--- src/rtl/fpx_signal_ctrl.sv ---
module fpx_signal_ctrl (
  input  logic       clk,
  input  logic       rst_n,
  input  logic       done_valid,
  input  logic       done_simd,
  input  logic [6:0] done_flags,
  input  logic [5:0] fpu_mask,
  input  logic [5:0] simd_mask,
  input  logic       issue_valid,
  input  logic [2:0] issue_class,
  input  logic       ign_err,
  input  logic       native_mode,
  input  logic       int_en,
  input  logic       ext_irq,
  input  logic       hclr,
  output logic       err_n,
  output logic       freeze,
  output logic       native_req,
  output logic       irq_ack,
  output logic [6:0] fpu_stat,
  output logic [6:0] simd_stat
);
  localparam logic [2:0] CLS_FWAIT   = 3'd1;
  localparam logic [2:0] CLS_FNOWAIT = 3'd2;
  localparam logic [2:0] CLS_WAIT    = 3'd3;

  logic [6:0] fmask7, smask7;
  logic       fpu_done, simd_done, fpu_hit, simd_hit;
  logic       waiting, nowait;
  logic       pend_q, err_q;

  assign fmask7    = {fpu_mask[5:1], fpu_mask[0], fpu_mask[0]};
  assign smask7    = {simd_mask[5:1], simd_mask[0], simd_mask[0]};
  assign fpu_done  = done_valid & ~done_simd;
  assign simd_done = done_valid & done_simd;
  assign fpu_hit   = fpu_done & |(done_flags & ~fmask7);
  assign simd_hit  = simd_done & |(done_flags & ~smask7);

  assign waiting = issue_valid & ((issue_class == CLS_FWAIT) | (issue_class == CLS_WAIT));
  assign nowait  = issue_valid & (issue_class == CLS_FNOWAIT);

  always_ff @(posedge clk or negedge rst_n) begin
    if (!rst_n) begin
      pend_q   <= 1'b0;
      err_q    <= 1'b0;
      fpu_stat <= '0;
    end else if (hclr) begin
      pend_q   <= 1'b0;
      err_q    <= 1'b0;
      fpu_stat <= '0;
    end else begin
      if (fpu_done) fpu_stat <= fpu_stat | done_flags;
      if (fpu_hit) pend_q <= 1'b1;
      if (fpu_hit && !native_mode) err_q <= 1'b1;
    end
  end

  always_ff @(posedge clk or negedge rst_n) begin
    if (!rst_n) simd_stat <= '0;
    else if (simd_done) simd_stat <= simd_stat | done_flags;
  end

  assign err_n      = ~err_q;
  assign freeze     = waiting & pend_q & ~native_mode & ~ign_err;
  assign native_req = (waiting & pend_q & native_mode) | simd_hit;
  assign irq_ack    = ext_irq & int_en & ~nowait;
endmodule

--- config.mk ---
export PLATFORM = sky130hd
export DESIGN_NAME = fpx_signal_ctrl
export DESIGN_NICKNAME = d
export VERILOG_FILES = /design/src/rtl/fpx_signal_ctrl.sv
export SDC_FILE = /design/constraint.sdc
export NUM_CORES = 1
export LEC_CHECK = 0
export BUFFER_PORTS_ARGS = -buffer_cell sky130_fd_sc_hd__buf_2
export CELL_PAD_IN_SITES_DETAIL_PLACEMENT = 2
export CELL_PAD_IN_SITES_GLOBAL_PLACEMENT = 2
export CORE_ASPECT_RATIO = 2
export CORE_UTILIZATION = 22
export CTS_CLUSTER_SIZE = 30
export DETAILED_ROUTE_END_ITERATION = 6
export PLACE_DENSITY_LB_ADDON = 0.3
export SYNTH_ARGS = -nofsm -noshare
export SYNTH_HDL_FRONTEND = slang
export SYNTH_SLANG_ARGS = --single-unit
--- constraint.sdc ---
create_clock -name clk -period 0.8 [get_ports clk]
set_input_delay 0.04 -clock clk [delete_from_list [all_inputs] [get_ports clk]]
set_output_delay 0.04 -clock clk [all_outputs]
set_load 0.01 [all_outputs]
=== After elaboration in Yosys (flattened, before gate mapping) ===
Index checks and enable logic that the tools add are counted.
Widths: inputs -> output; s select.

* Output and inout port bits: 18
* Input bits: 32
* Logic and storage cells: 45
* Register bits after elaboration: 16

* Bitwise logic cells: 25
* Equality and inequality tests: 3
* Muxes and demuxes: 6
* Reductions and logical operators: 7

{| class="wikitable"
|+ Operators by type and width
! operator !! count
|-
| $and 7x7->7 || 2
|-
| $mux 7 || 2
|-
| $not 7->7 || 2
|-
| $or 7x7->7 || 2
|-
| $reduce_or 7->1 || 2
|-
| $and 1x1->1 || 12
|-
| $eq 3x2->1 const B || 2
|-
| $reduce_bool 2->1 || 3
|-
| $not 1->1 || 5
|-
| $mux 1 || 4
|-
| $eq 3x1->1 const B || 1
|-
| $or 1x1->1 || 2
|-
| $logic_and 1x1->1 || 1
|-
| $logic_not 1->1 || 1
|}

=== Logic depth before layout (Yosys ltp) ===
* Depth in word-level cells: 7
* Depth in mapped cells: 4
* Mapped depth without buffers: 4

=== Worst setup path after synthesis ===
Ideal clock, no wire load.

* Path kind: register to output
* Start: register pend_q
* End: output native_req
* Arrival time: 687 ps
* Setup slack: 73 ps
* Buffers on the path: 0
* Stages on the path, launching flop included: 3
* Data required time: 760 ps
* Path through: dfrtp_1 -> nand3_1 -> o21ai_0

* Longest elaborated chain between the ends: 3

{| class="wikitable"
|+ Ends and longest elaborated chain
! what !! RTL line !! source
|-
| from (decl) || 30 || <nowiki>logic pend_q, err_q;</nowiki>
|-
| from (signal assigned) || 44 || <nowiki>pend_q <= 1'b0;</nowiki>
|-
| from (signal assigned) || 48 || <nowiki>pend_q <= 1'b0;</nowiki>
|-
| from (signal assigned) || 53 || <nowiki>if (fpu_hit) pend_q <= 1'b1;</nowiki>
|-
| $and 1x1->1 (2 in series) || 65 || <nowiki>assign native_req = (waiting & pend_q & native_mode) | simd_hit;</nowiki>
|-
| $or 1x1->1 || 65 ||
|-
| to (decl) || 18 || <nowiki>output logic native_req,</nowiki>
|}

No other way between the ends.

=== Worst setup path in the final report ===
Ends and elaborated chain as after synthesis.

==> results by group <==
Outcome
  • Outcome: finished, violations left
  • Failing checks: negative setup slack

Placed design
  • DP Area: 1040 sq um
  • Routability cong.: 0.755
  • DP HPWL: 2.02 mm
  • # port buffers: 49
  • Placed cells: 152

Routing
  • Pre-Repair DR Iteration Count: 3
  • Final wirelength: 2.53 mm
  • Vias/cell: 4.68
  • Remaining DRCs: 0
  • Routed len/inst: 15.2 microns
  • Detailed Route Iter0 Violations: 15
  • Via count: 777
  • Post-route ant nets: 0

Critical path
  • Worst endpoint required time: 760 ps
  • Crit Path Class: reg2out
  • Crit-path cells: nand3_2, o21ai_1, buf_2
  • Slowest-stage cell, CP: dfrtp_1
  • Kind of end point of the critical path: primary output
  • Worst path max stage delay: 360 ps
  • CP max FO: 2
  • Critical Path Source: pend_q
  • Worst r2r src: simd_stat[1]
  • Worst setup SP type: flip-flop
  • Worst EP arrival: 960 ps

Pwr
  • Tot Pwr: 1930 uW
  • Switching Fraction: 25.9%
  • Combinational group share of total power: 17.2%
  • Pint: 1430 uW
  • Sequential share of power: 43.9%
  • Share of total power in the clock network: 38.9%
  • Leak: 0.000610 uW
  • Sw power: 500 uW
  • Power per cell area: 1600 nW/um^2
  • VDD IR-drop max: 0.00120 V

STA
  • Max_slew headroom: 66.2%
  • Final period util: 125%
  • Worst-Margin Slew: 505 ps
  • Final hold viol count: 0
  • Min cycle time layout: 1000 ps
  • Max Clk Rate: 997 MHz
  • Setup ws final: -203 ps
  • RSZ-0062 raised after global routing: true
  • Slew Limit Fails: 0
  • Hold WS: 21.7 ps
  • Clk_skew: 0 ps
  • Final setup viols: 17

Finish
  • Post-Route Utilization: 37.9%
  • Layout cell share with drive strength beyond 1: 59.3%
  • Design Area, Final: 1210 sq um
  • Post-route insts no fill: 166
  • Layout area overhead: 64.3%
  • NumNets Final: 168
  • Ant. Diodes: 0

Synthesis
  • Largest family of logic cells by synthesized area: compound AO/OA/AOI/OAI gates
  • YS warnings: 0
  • Simple-gate share of the synthesized area: 12.6%
  • Xor/xnor share of the synthesized area: 0%
  • Syn_area_per_cell: 10.5 sq um
  • Yosys reg bits: 16
  • EDFF count, synth: 0
  • Sequential share of the synthesized area: 54.4%
  • Synthesized netlist cell count: 70
  • Mux contribution to synthesized area: 0%
  • Adder-cell share of the synthesized area: 0%
  • Post-Syn Nets: 102
  • Post-synth ARST share: 100%
  • Distinct cells, synth: 24
  • Compound-Gate Fraction of Synth Area: 26.0%
  • Top_reg_cell synth: dfrtp_1
  • Mapped Area: 736 sq um

CTS
  • CTS Buf Count: 3
  • Clk slew on worst S/H paths: 70 ps
  • H-tree level count: 1
  • Worst-Skew Late Latency: 250 ps
  • Largest buffer count on any clock path: 2
  • CTS tree: done
  • Root buffer cell: clkbuf_8
  • CTS Sinks: 16

Global routing
  • Grt ovf: 0
  • Pin count of the biggest net entering global routing: 17
  • Vias in the first global route: 918
  • Total Routing Usage GR: 15.4%
  • Initial antenna violation count: 0
  • Wire length of the first global-routing pass: 4.08 mm

Job
  • Max Cap Viol: 0

Die
  • Core footprint: 3190 sq um
  • Die Area: 3590 sq um
  • Initial Utilization: 23.0%
  • Total I/O pin count: 50
  • Core Rows: 29
  • Die Span Y: 83.8 microns
  • Die Width: 42.9 microns

Hold path
  • Hold Path Origin: native_mode
  • Hold Path Class: in2reg
==> sequential cells by signal (all words and copies together) (netlist names) <==
signal / cells
fpu_stat: 7
simd_stat: 7
err_q: 1
pend_q: 1
==> synthesized netlist by cell type, types with 2 or more instances <==
| master | number | area (sq um) |
|---|---|---|
| nand2b_1 | 2 | 12.5 |
| o22ai_1 | 2 | 12.5 |
| a21o_1 | 6 | 45.0 |
| inv_1 | 9 | 33.8 |
| nor2_1 | 8 | 30.0 |
| nor2b_1 | 3 | 18.8 |
| dfrtp_1 | 16 | 400 |
| buf_2 | 2 | 10.0 |
| a21oi_1 | 7 | 35.0 |
==> what timing repair did <==
| item | 4_1_cts | 5_1_grt |
|---|---|---|
| hold endpoints to repair | 16 | 0 |
| pin swaps | 0 | 1 |
| buffers inserted | 4 | 5 |
| resized for setup | 5 | 5 |
| hold buffers | 1 | 0 |
| endpoints found under the setup margin | 23 | 18 |
==> cell usage in the layout (no fill, tap or decap) <==
| master | synthesis | layout |
|---|---|---|
| nor3_2 | 0 | 1 |
| a21oi_2 | 0 | 3 |
| a31oi_1 | 1 | 1 |
| o22ai_2 | 1 | 1 |
| a21o_2 | 1 | 1 |
| o22ai_1 | 2 | 2 |
| buf_2 | 2 | 47 |
| buf_6 | 0 | 2 |
| inv_2 | 0 | 1 |
| o31ai_1 | 1 | 1 |
| o21ai_1 | 0 | 1 |
| nor2_4 | 1 | 1 |
| a21oi_1 | 7 | 4 |
| dlygate4sd3_1 | 0 | 1 |
| nand2b_1 | 2 | 2 |
| o311ai_4 | 1 | 1 |
| clkbuf_8 | 0 | 4 |
| buf_4 | 1 | 14 |
| inv_1 | 9 | 8 |
| o221ai_2 | 1 | 1 |
| nand3_2 | 0 | 1 |
| o221ai_1 | 1 | 1 |
| nor2_1 | 8 | 8 |
| dfrtp_1 | 16 | 16 |
| nor2b_2 | 0 | 1 |
| nand2_1 | 1 | 1 |
| and2_1 | 1 | 1 |
| a21o_1 | 6 | 6 |
| o21ai_2 | 1 | 1 |
| nor2b_1 | 3 | 2 |
==> power by group through the flow <==
stage          Sequential [uW]  Combinational [uW]  Clock [uW]
6_report                   848                 332         752
5_1_grt                    851                 365         799
4_1_cts                    849                 325         767
3_5_place_dp               863                 304           0
3_3_place_gp               863                 294           0
2_1_floorplan              870                 114           0
==> logic make-up (layout without fill, tap and decap cells) <==
logic type,after synthesis,in the layout
buffers and inverters,12,77
AO/OA/AOI/OAI,24,24
AND/OR/NAND/NOR,18,18
flip-flops,16,16
==> routing by layer <==
metal  routed length (microns)  GRT usage (%)  vias up
li1                          -              -      366
met1                       897           14.5      371
met2                      1440           29.3       35
met3                       143           2.60        5
met4                        54           7.67        0
met5                         0              0        -
==> final timing paths <==
path | cells past startpoint | to | slack [ps]
hold / removal | 2 | err_q | 20
max in group asynchronous | 2 | err_q | 270
min in group asynchronous | 2 | fpu_stat[4] | 250
setup / recovery | 3 | native_req | -200
setup reg to reg | 2 | simd_stat[1] | 0
hold reg to reg | 1 | simd_stat[0] | 460
==> worst max-delay path, delay by kind of cell (launching register included) <==
kind                   cells  cell delay (ps)
DFF                        1              360
and+or+nand+nor            1               90
buffers and inverters      1              140
AOI/OAI and AO/OA          1              120
==> metrics by stage <==
| stage | TNS, ps | setup WS, ps |
|---|---|---|
| floorplan | 0 | 73.5 |
| global placement | -2510 | -327 |
| detailed placement | -2940 | -387 |
| CTS | -836 | -242 |
| global route | -1230 | -262 |
| finish | -684 | -203 |
==> cell type report <==
cell class	count	area (sq um)
Multi-Input combinational cell	42	308
Fill cell	377	1980
Sequential cell	16	400
Inverter	9	33.8
Timing Repair Buffer	64	373
Clock buffer	4	55.1
Tap cell	31	38.8
(Power assumes the default switching activity.)
